`src/rtl/snx_pkg.sv`:
```
package snx_pkg;
  localparam int TOK_W = 3;

  typedef enum logic [TOK_W-1:0] {
    TK_NONE   = 3'd0,
    TK_RD     = 3'd1,
    TK_MX     = 3'd2,
    TK_RX     = 3'd3,
    TK_SUPPLY = 3'd4,
    TK_DONE   = 3'd5,
    TK_MXDONE = 3'd6,
    TK_DATA   = 3'd7
  } tok_t;

  typedef struct packed {
    logic keep;
    tok_t tok;
  } xlate_t;

  // Rewrite a token leaving one cache into what the peer must receive.
  function automatic xlate_t xlate(input logic [TOK_W-1:0] raw);
    xlate_t r;
    r.keep = 1'b1;
    r.tok  = TK_NONE;
    case (raw)
      TK_RD:     r.tok = TK_RD;
      TK_MX:     r.tok = TK_MX;
      TK_RX:     r.tok = TK_RX;
      TK_SUPPLY: r.tok = TK_DATA;
      TK_DONE:   r.tok = TK_DATA;
      TK_MXDONE: r.tok = TK_DONE;
      default:   r.keep = 1'b0;
    endcase
    return r;
  endfunction
endpackage

```
`src/rtl/snx_fifo.sv`:
```
module snx_fifo #(
  parameter int W     = 3,
  parameter int DEPTH = 2
) (
  input  logic         clk,
  input  logic         rst,
  input  logic         push,
  input  logic [W-1:0] wdata,
  input  logic         pop,
  output logic [W-1:0] rdata,
  output logic         full,
  output logic         empty
);
  localparam int AW = (DEPTH > 1) ? $clog2(DEPTH) : 1;
  localparam int CW = $clog2(DEPTH + 1);
  localparam logic [AW-1:0] LAST = AW'(DEPTH - 1);
  localparam logic [CW-1:0] CMAX = CW'(DEPTH);

  logic [W-1:0]  mem [DEPTH];
  logic [AW-1:0] wptr, rptr;
  logic [CW-1:0] cnt;
  logic          do_push, do_pop;

  assign full    = (cnt == CMAX);
  assign empty   = (cnt == '0);
  assign do_push = push && !full;
  assign do_pop  = pop && !empty;
  assign rdata   = mem[rptr];

  always_ff @(posedge clk) begin
    if (do_push) mem[wptr] <= wdata;
  end

  always_ff @(posedge clk) begin
    if (rst) begin
      wptr <= '0;
      rptr <= '0;
      cnt  <= '0;
    end else begin
      if (do_push) wptr <= (wptr == LAST) ? '0 : wptr + 1'b1;
      if (do_pop)  rptr <= (rptr == LAST) ? '0 : rptr + 1'b1;
      case ({do_push, do_pop})
        2'b10:   cnt <= cnt + 1'b1;
        2'b01:   cnt <= cnt - 1'b1;
        default: cnt <= cnt;
      endcase
    end
  end
endmodule

```
`src/rtl/snx_arb.sv`:
```
module snx_arb (
  input  logic       clk,
  input  logic       rst,
  input  logic [1:0] claim,
  input  logic [1:0] release_in,
  output logic [1:0] owner
);
  logic [1:0] own_q;
  logic       last_q;   // index of the cache granted most recently

  assign owner = own_q;

  always_ff @(posedge clk) begin
    if (rst) begin
      own_q  <= 2'b00;
      last_q <= 1'b1;
    end else if (own_q == 2'b00) begin
      if (claim == 2'b11) begin
        own_q  <= last_q ? 2'b01 : 2'b10;
        last_q <= ~last_q;
      end else if (claim[0]) begin
        own_q  <= 2'b01;
        last_q <= 1'b0;
      end else if (claim[1]) begin
        own_q  <= 2'b10;
        last_q <= 1'b1;
      end
    end else if (|(own_q & release_in)) begin
      own_q <= 2'b00;
    end
  end
endmodule

```
`src/rtl/snx_route.sv`:
```
module snx_route
  import snx_pkg::*;
(
  input  logic [1:0]         up_empty,
  input  logic [2*TOK_W-1:0] up_data,
  input  logic [1:0]         dn_full,
  output logic [1:0]         up_pop,
  output logic [1:0]         dn_push,
  output logic [2*TOK_W-1:0] dn_data
);
  for (genvar d = 0; d < 2; d++) begin : g_dir
    localparam int P = 1 - d;
    xlate_t m;
    assign m       = xlate(up_data[d*TOK_W +: TOK_W]);
    assign up_pop[d]  = !up_empty[d] && !dn_full[P];
    assign dn_push[P] = up_pop[d] && m.keep;
    assign dn_data[P*TOK_W +: TOK_W] = m.tok;
  end
endmodule

```
`src/rtl/snoop_xbar2.sv`:
```
module snoop_xbar2
  import snx_pkg::*;
#(
  parameter int QDEPTH = 2
) (
  input  logic               clk,
  input  logic               rst,
  input  logic [1:0]         claim_req,
  input  logic [1:0]         release_req,
  output logic [1:0]         grant_own,
  input  logic [1:0]         up_valid,
  input  logic [2*TOK_W-1:0] up_tok,
  output logic [1:0]         up_ready,
  output logic [1:0]         dn_valid,
  output logic [2*TOK_W-1:0] dn_tok,
  input  logic [1:0]         dn_ready
);
  logic [1:0]         up_full, up_empty, up_pop;
  logic [1:0]         dn_full, dn_empty, dn_push;
  logic [2*TOK_W-1:0] up_head, dn_in;

  snx_arb u_arb (
    .clk        (clk),
    .rst        (rst),
    .claim      (claim_req),
    .release_in (release_req),
    .owner      (grant_own)
  );

  for (genvar i = 0; i < 2; i++) begin : g_cache
    snx_fifo #(.W(TOK_W), .DEPTH(QDEPTH)) u_upq (
      .clk   (clk),
      .rst   (rst),
      .push  (up_valid[i]),
      .wdata (up_tok[i*TOK_W +: TOK_W]),
      .pop   (up_pop[i]),
      .rdata (up_head[i*TOK_W +: TOK_W]),
      .full  (up_full[i]),
      .empty (up_empty[i])
    );

    snx_fifo #(.W(TOK_W), .DEPTH(QDEPTH)) u_dnq (
      .clk   (clk),
      .rst   (rst),
      .push  (dn_push[i]),
      .wdata (dn_in[i*TOK_W +: TOK_W]),
      .pop   (dn_ready[i]),
      .rdata (dn_tok[i*TOK_W +: TOK_W]),
      .full  (dn_full[i]),
      .empty (dn_empty[i])
    );

    assign up_ready[i] = !up_full[i];
    assign dn_valid[i] = !dn_empty[i];
  end

  snx_route u_route (
    .up_empty (up_empty),
    .up_data  (up_head),
    .dn_full  (dn_full),
    .up_pop   (up_pop),
    .dn_push  (dn_push),
    .dn_data  (dn_in)
  );
endmodule

```
`config.mk`:
```
export PLATFORM = sky130hd
export DESIGN_NAME = snoop_xbar2
export DESIGN_NICKNAME = d
export VERILOG_FILES = /design/src/rtl/snx_pkg.sv /design/src/rtl/snx_fifo.sv /design/src/rtl/snx_arb.sv /design/src/rtl/snx_route.sv /design/src/rtl/snoop_xbar2.sv
export SDC_FILE = /design/constraint.sdc
export NUM_CORES = 1
export LEC_CHECK = 0
export ABC_AREA = 1
export BUFFER_PORTS_ARGS = -buffer_cell sky130_fd_sc_hd__buf_2
export CAP_MARGIN = 20
export CORE_UTILIZATION = 56
export CTS_CLUSTER_SIZE = 28
export DETAILED_ROUTE_END_ITERATION = 10
export GPL_TIMING_DRIVEN = 0
export PLACE_DENSITY = 0.86
export SYNTH_ARGS = -nofsm -noshare
export SYNTH_HDL_FRONTEND = slang
export SYNTH_SLANG_ARGS = --single-unit
```
`constraint.sdc`:
```
create_clock -name clk -period 2.1 [get_ports clk]
set_input_delay 0.42 -clock clk [delete_from_list [all_inputs] [get_ports clk]]
set_output_delay 0.42 -clock clk [all_outputs]
set_load 0.005 [all_outputs]
```
==> impl_metrics.py <==
metrics = {
    "synth": {
        "synth_area_um2": 2030,
        "synth_flop_cell": "edfxtp_1",
        "synth_area_leaders": "edfxtp_1 36%, dfxtp_1 23%, nand2_1 5.5%, inv_1 5.4%, a21oi_1 5.2%",
        "synth_seq_cells": 47,
        "syn_nets": 224,
        "yosys.area.top_type": "edfxtp_1",
        "async_reset_ff_share_pct": 0,
        "synth-edff-count": 24,
        "yosys_warnings": 0,
        "syn_area_per_cell_um2": 9.95,
        "yosysSeqAreaShare_pct": 58.2,
        "ys_top_cells_by_count": "30 x nand2_1, 29 x inv_1, 24 x edfxtp_1",
        "yosysUniqueCellTypes": 28,
        "synthCells": 204,
        "synth_top_area_share_pct": 35.5,
        "synth.most_common_cell": "nand2_1",
    },
    "grt": {
        "grt_pass1_vias": 1356,
        "grt_max_degree": 15,
        "antenna_found_initial": 0,
        "grt_first_pass_wirelength_mm": 5.33,
        "grt-ovfl-total": 0,
        "grt_usage_pct": 18.0,
    },
    "placement": {
        "hpwlAfterDp_mm": 2.26,
        "io_buffer_count": 26,
        "dp_slack_ns": 0.273,
        "gp_congestion": 0.802,
        "dpl_cell_area_um2": 2220,
    },
    "final_layout": {
        "antennaDiodeCount": 0,
        "syn_to_final_growth_pct": 11.9,
        "drive_gt1_share_pct": 23.5,
        "fillCellCount": 298,
        "fin_util_pct": 66.5,
        "postLayoutCellArea_um2": 2270,
        "nets": 257,
    },
    "floorplan": {
        "io_pins": 28,
        "die_h_um": 62.2,
        "fp.dieW_um": 62.2,
        "start_util_pct": 59.4,
        "dieArea_um2": 3870,
        "coreArea_um2": 3420,
        "row_count": 21,
    },
    "flow_run": {
        "drv_cap": 0,
    },
    "cts": {
        "cts_max_path_buffers": 2,
        "clk_latency_ns": 0.35,
        "clkSlewWorstSetupHoldPaths_ns": 0.12,
        "cts.sinks": 47,
        "cts_tree": "done",
        "hold_buffers": 0,
        "htree_levels": 2,
        "clock-root-buffer": "clkbuf_4",
        "post-cts-setup-buffers": 0,
        "numCtsBuffers": 5,
        "cts_resized": 0,
    },
    "route": {
        "totalWireLength_mm": 2.90,
        "via_per_inst": 4.83,
        "via_count": 1372,
        "ant_nets": 0,
        "drt_first_pass_iters": 4,
        "drtIter0Drc": 31,
        "drcViolationCount": 0,
        "wl_per_cell_um": 10.2,
    },
    "setup_path": {
        "reg2reg_slack_ns": 0.27,
        "worstSetupEndpointType": "flip-flop",
        "required_ns": 2.40,
        "rr_worst_depth": 13,
        "reg2reg_to": "g_cache[1].u_dnq.cnt[1]$_SDFFE_PP0P_",
        "crit_type": "reg2reg",
        "cp_max_fo": 6,
        "cp_data_arrival_time_ns": 2.12,
        "cp-start-kind": "flip-flop",
    },
    "status": {
        "run_status": "complete, no violations",
    },
    "timing": {
        "timing.slew.headroom_pct": 71.9,
        "drv_slew": 0,
        "clock.fmax_mhz": 547,
        "min_period_ns": 1.83,
        "rsz0062_at_grt": "false",
        "setup_viol": 0,
        "fin_crit_sh_pct": 87.1,
        "setup_tns_ns": 0,
        "fin_skew_ns": 0.00930,
        "worst_slack_ns": 0.272,
        "worst_pin_slew_ns": 0.421,
        "hold_viol": 0,
    },
    "pwr": {
        "power-per-cell-area_nw_per_um2": 1370,
        "seq_power_share_pct": 47.8,
        "p_leak_nw": 1.03,
        "peakVddDrop_uv": 944,
        "intPower_mw": 1.96,
        "switching_power_mw": 1.16,
        "power_frac_comb_pct": 39.8,
        "switching_share_pct": 37.3,
        "power_frac_clock_pct": 12.4,
    },
    "worst_hold_path": {
        "min_from": "up_tok[1]",
        "min_to": "g_cache[0].u_upq.mem[1][1]$_DFFE_PP_",
        "hp-class": "in2reg",
        "hold-path-cell-count": 1,
    },
}
-- per-layer routing --
layer	routed length [um]	part of all wire, %	up-vias	track usage (%)
li1	-	-	745	-
met1	1330	46	596	19.6
met2	1400	48	25	31.7
met3	126	4.3	6	6.07
met4	47	1.6	0	7.56
met5	0	0	-	0
-- how the worst max path moves through the flow --
| stage | slack [ns] | start | endpoint | cells past startpoint |
|---|---|---|---|---|
| after floorplan | 0.47 | flip-flop | g_cache[1].u_dnq.cnt[1]$_SDFFE_PP0P_ | 13 |
| after global placement | 0.34 | flip-flop | g_cache[1].u_dnq.cnt[1]$_SDFFE_PP0P_ | 13 |
| after detailed placement | 0.27 | flip-flop | g_cache[1].u_dnq.cnt[1]$_SDFFE_PP0P_ | 13 |
| after CTS | 0.24 | flip-flop | g_cache[1].u_dnq.cnt[1]$_SDFFE_PP0P_ | 13 |
| after global routing | 0.08 | flip-flop | g_cache[1].u_dnq.cnt[1]$_SDFFE_PP0P_ | 13 |
| final | 0.27 | flip-flop | g_cache[1].u_dnq.cnt[1]$_SDFFE_PP0P_ | 13 |
-- cell usage in the layout, fill, tap and decap left out, drive strengths merged --
master    count
nand2        36
or2           2
xor2          5
o211ai        1
ha            4
clkbuf        7
o21ai        20
dfxtp        23
nand3         5
clkinvlp      1
mux2          6
a22o          1
edfxtp       24
nor2         16
buf          27
xnor2         1
nor3          2
a21oi        23
clkinv        2
nand4         1
inv          31
-- power groups by stage --
stage                     Clock, mW  Combinational, mW  Sequential (mW)
after floorplan                   0              0.983             1.47
after global placement            0               1.20             1.50
after detailed placement          0               1.25             1.51
after CTS                     0.401               1.25             1.49
after global routing          0.444               1.45             1.53
final                         0.387               1.24             1.49
-- sequential cells by signal, summed over array words and instances, names as in the netlist, named ones only --
name / flops
g_cache.u_dnq.cnt: 4
g_cache.u_upq.wptr: 2
g_cache.u_dnq.rptr: 2
g_cache.u_upq.cnt: 4
g_cache.u_upq.rptr: 2
u_arb.last_q: 1
g_cache.u_dnq.mem: 12
g_cache.u_dnq.wptr: 2
g_cache.u_upq.mem: 12
u_arb.owner: 2
-- layout make-up --
type | count | area [um^2] | area share, %
Buffer | 2 | 8.76 | 0.386
Clock buffer | 6 | 41.3 | 1.82
Clock inverter | 2 | 12.5 | 0.551
Inverter | 32 | 120 | 5.29
Multi-Input combinational cell | 123 | 719 | 31.7
Sequential cell | 47 | 1180 | 52.0
Tap cell | 46 | 57.6 | 2.53
Timing Repair Buffer | 26 | 130 | 5.73
-- critical path, cell delays in order (launching register included) --
cell      delay, ns
dfxtp_1        0.44
inv_2          0.09
nand2_1        0.08
nand2_2        0.09
clkinv_1       0.05
o21ai_1        0.06
nand2_2        0.09
nand2_1        0.07
ha_1           0.31
a21oi_1        0.12
o21ai_0        0.10
inv_1          0.08
o21ai_0        0.07
a21oi_1        0.12
-- through the flow --
stage	std cells	hold slack (ns)	power (mW)
5_1_grt	284	0.218	3.43
2_1_floorplan	204	0.425	2.45
6_report	284	0.244	3.12
3_3_place_gp	276	0.432	2.69
3_5_place_dp	276	0.445	2.76
4_1_cts	284	0.231	3.15
-- cell families after synthesis --
| family | after synthesis | share of synthesized area [%] |
|---|---|---|
| fa+ha+maj | 4 | 2.47 |
| flops | 47 | 58.2 |
| mux | 6 | 3.33 |
| compound gates | 45 | 13.4 |
| buf+inv | 34 | 6.35 |
| xor+xnor | 6 | 2.59 |
| simple gates | 62 | 13.6 |
No activity file was read; power rests on OpenSTA's default activity.
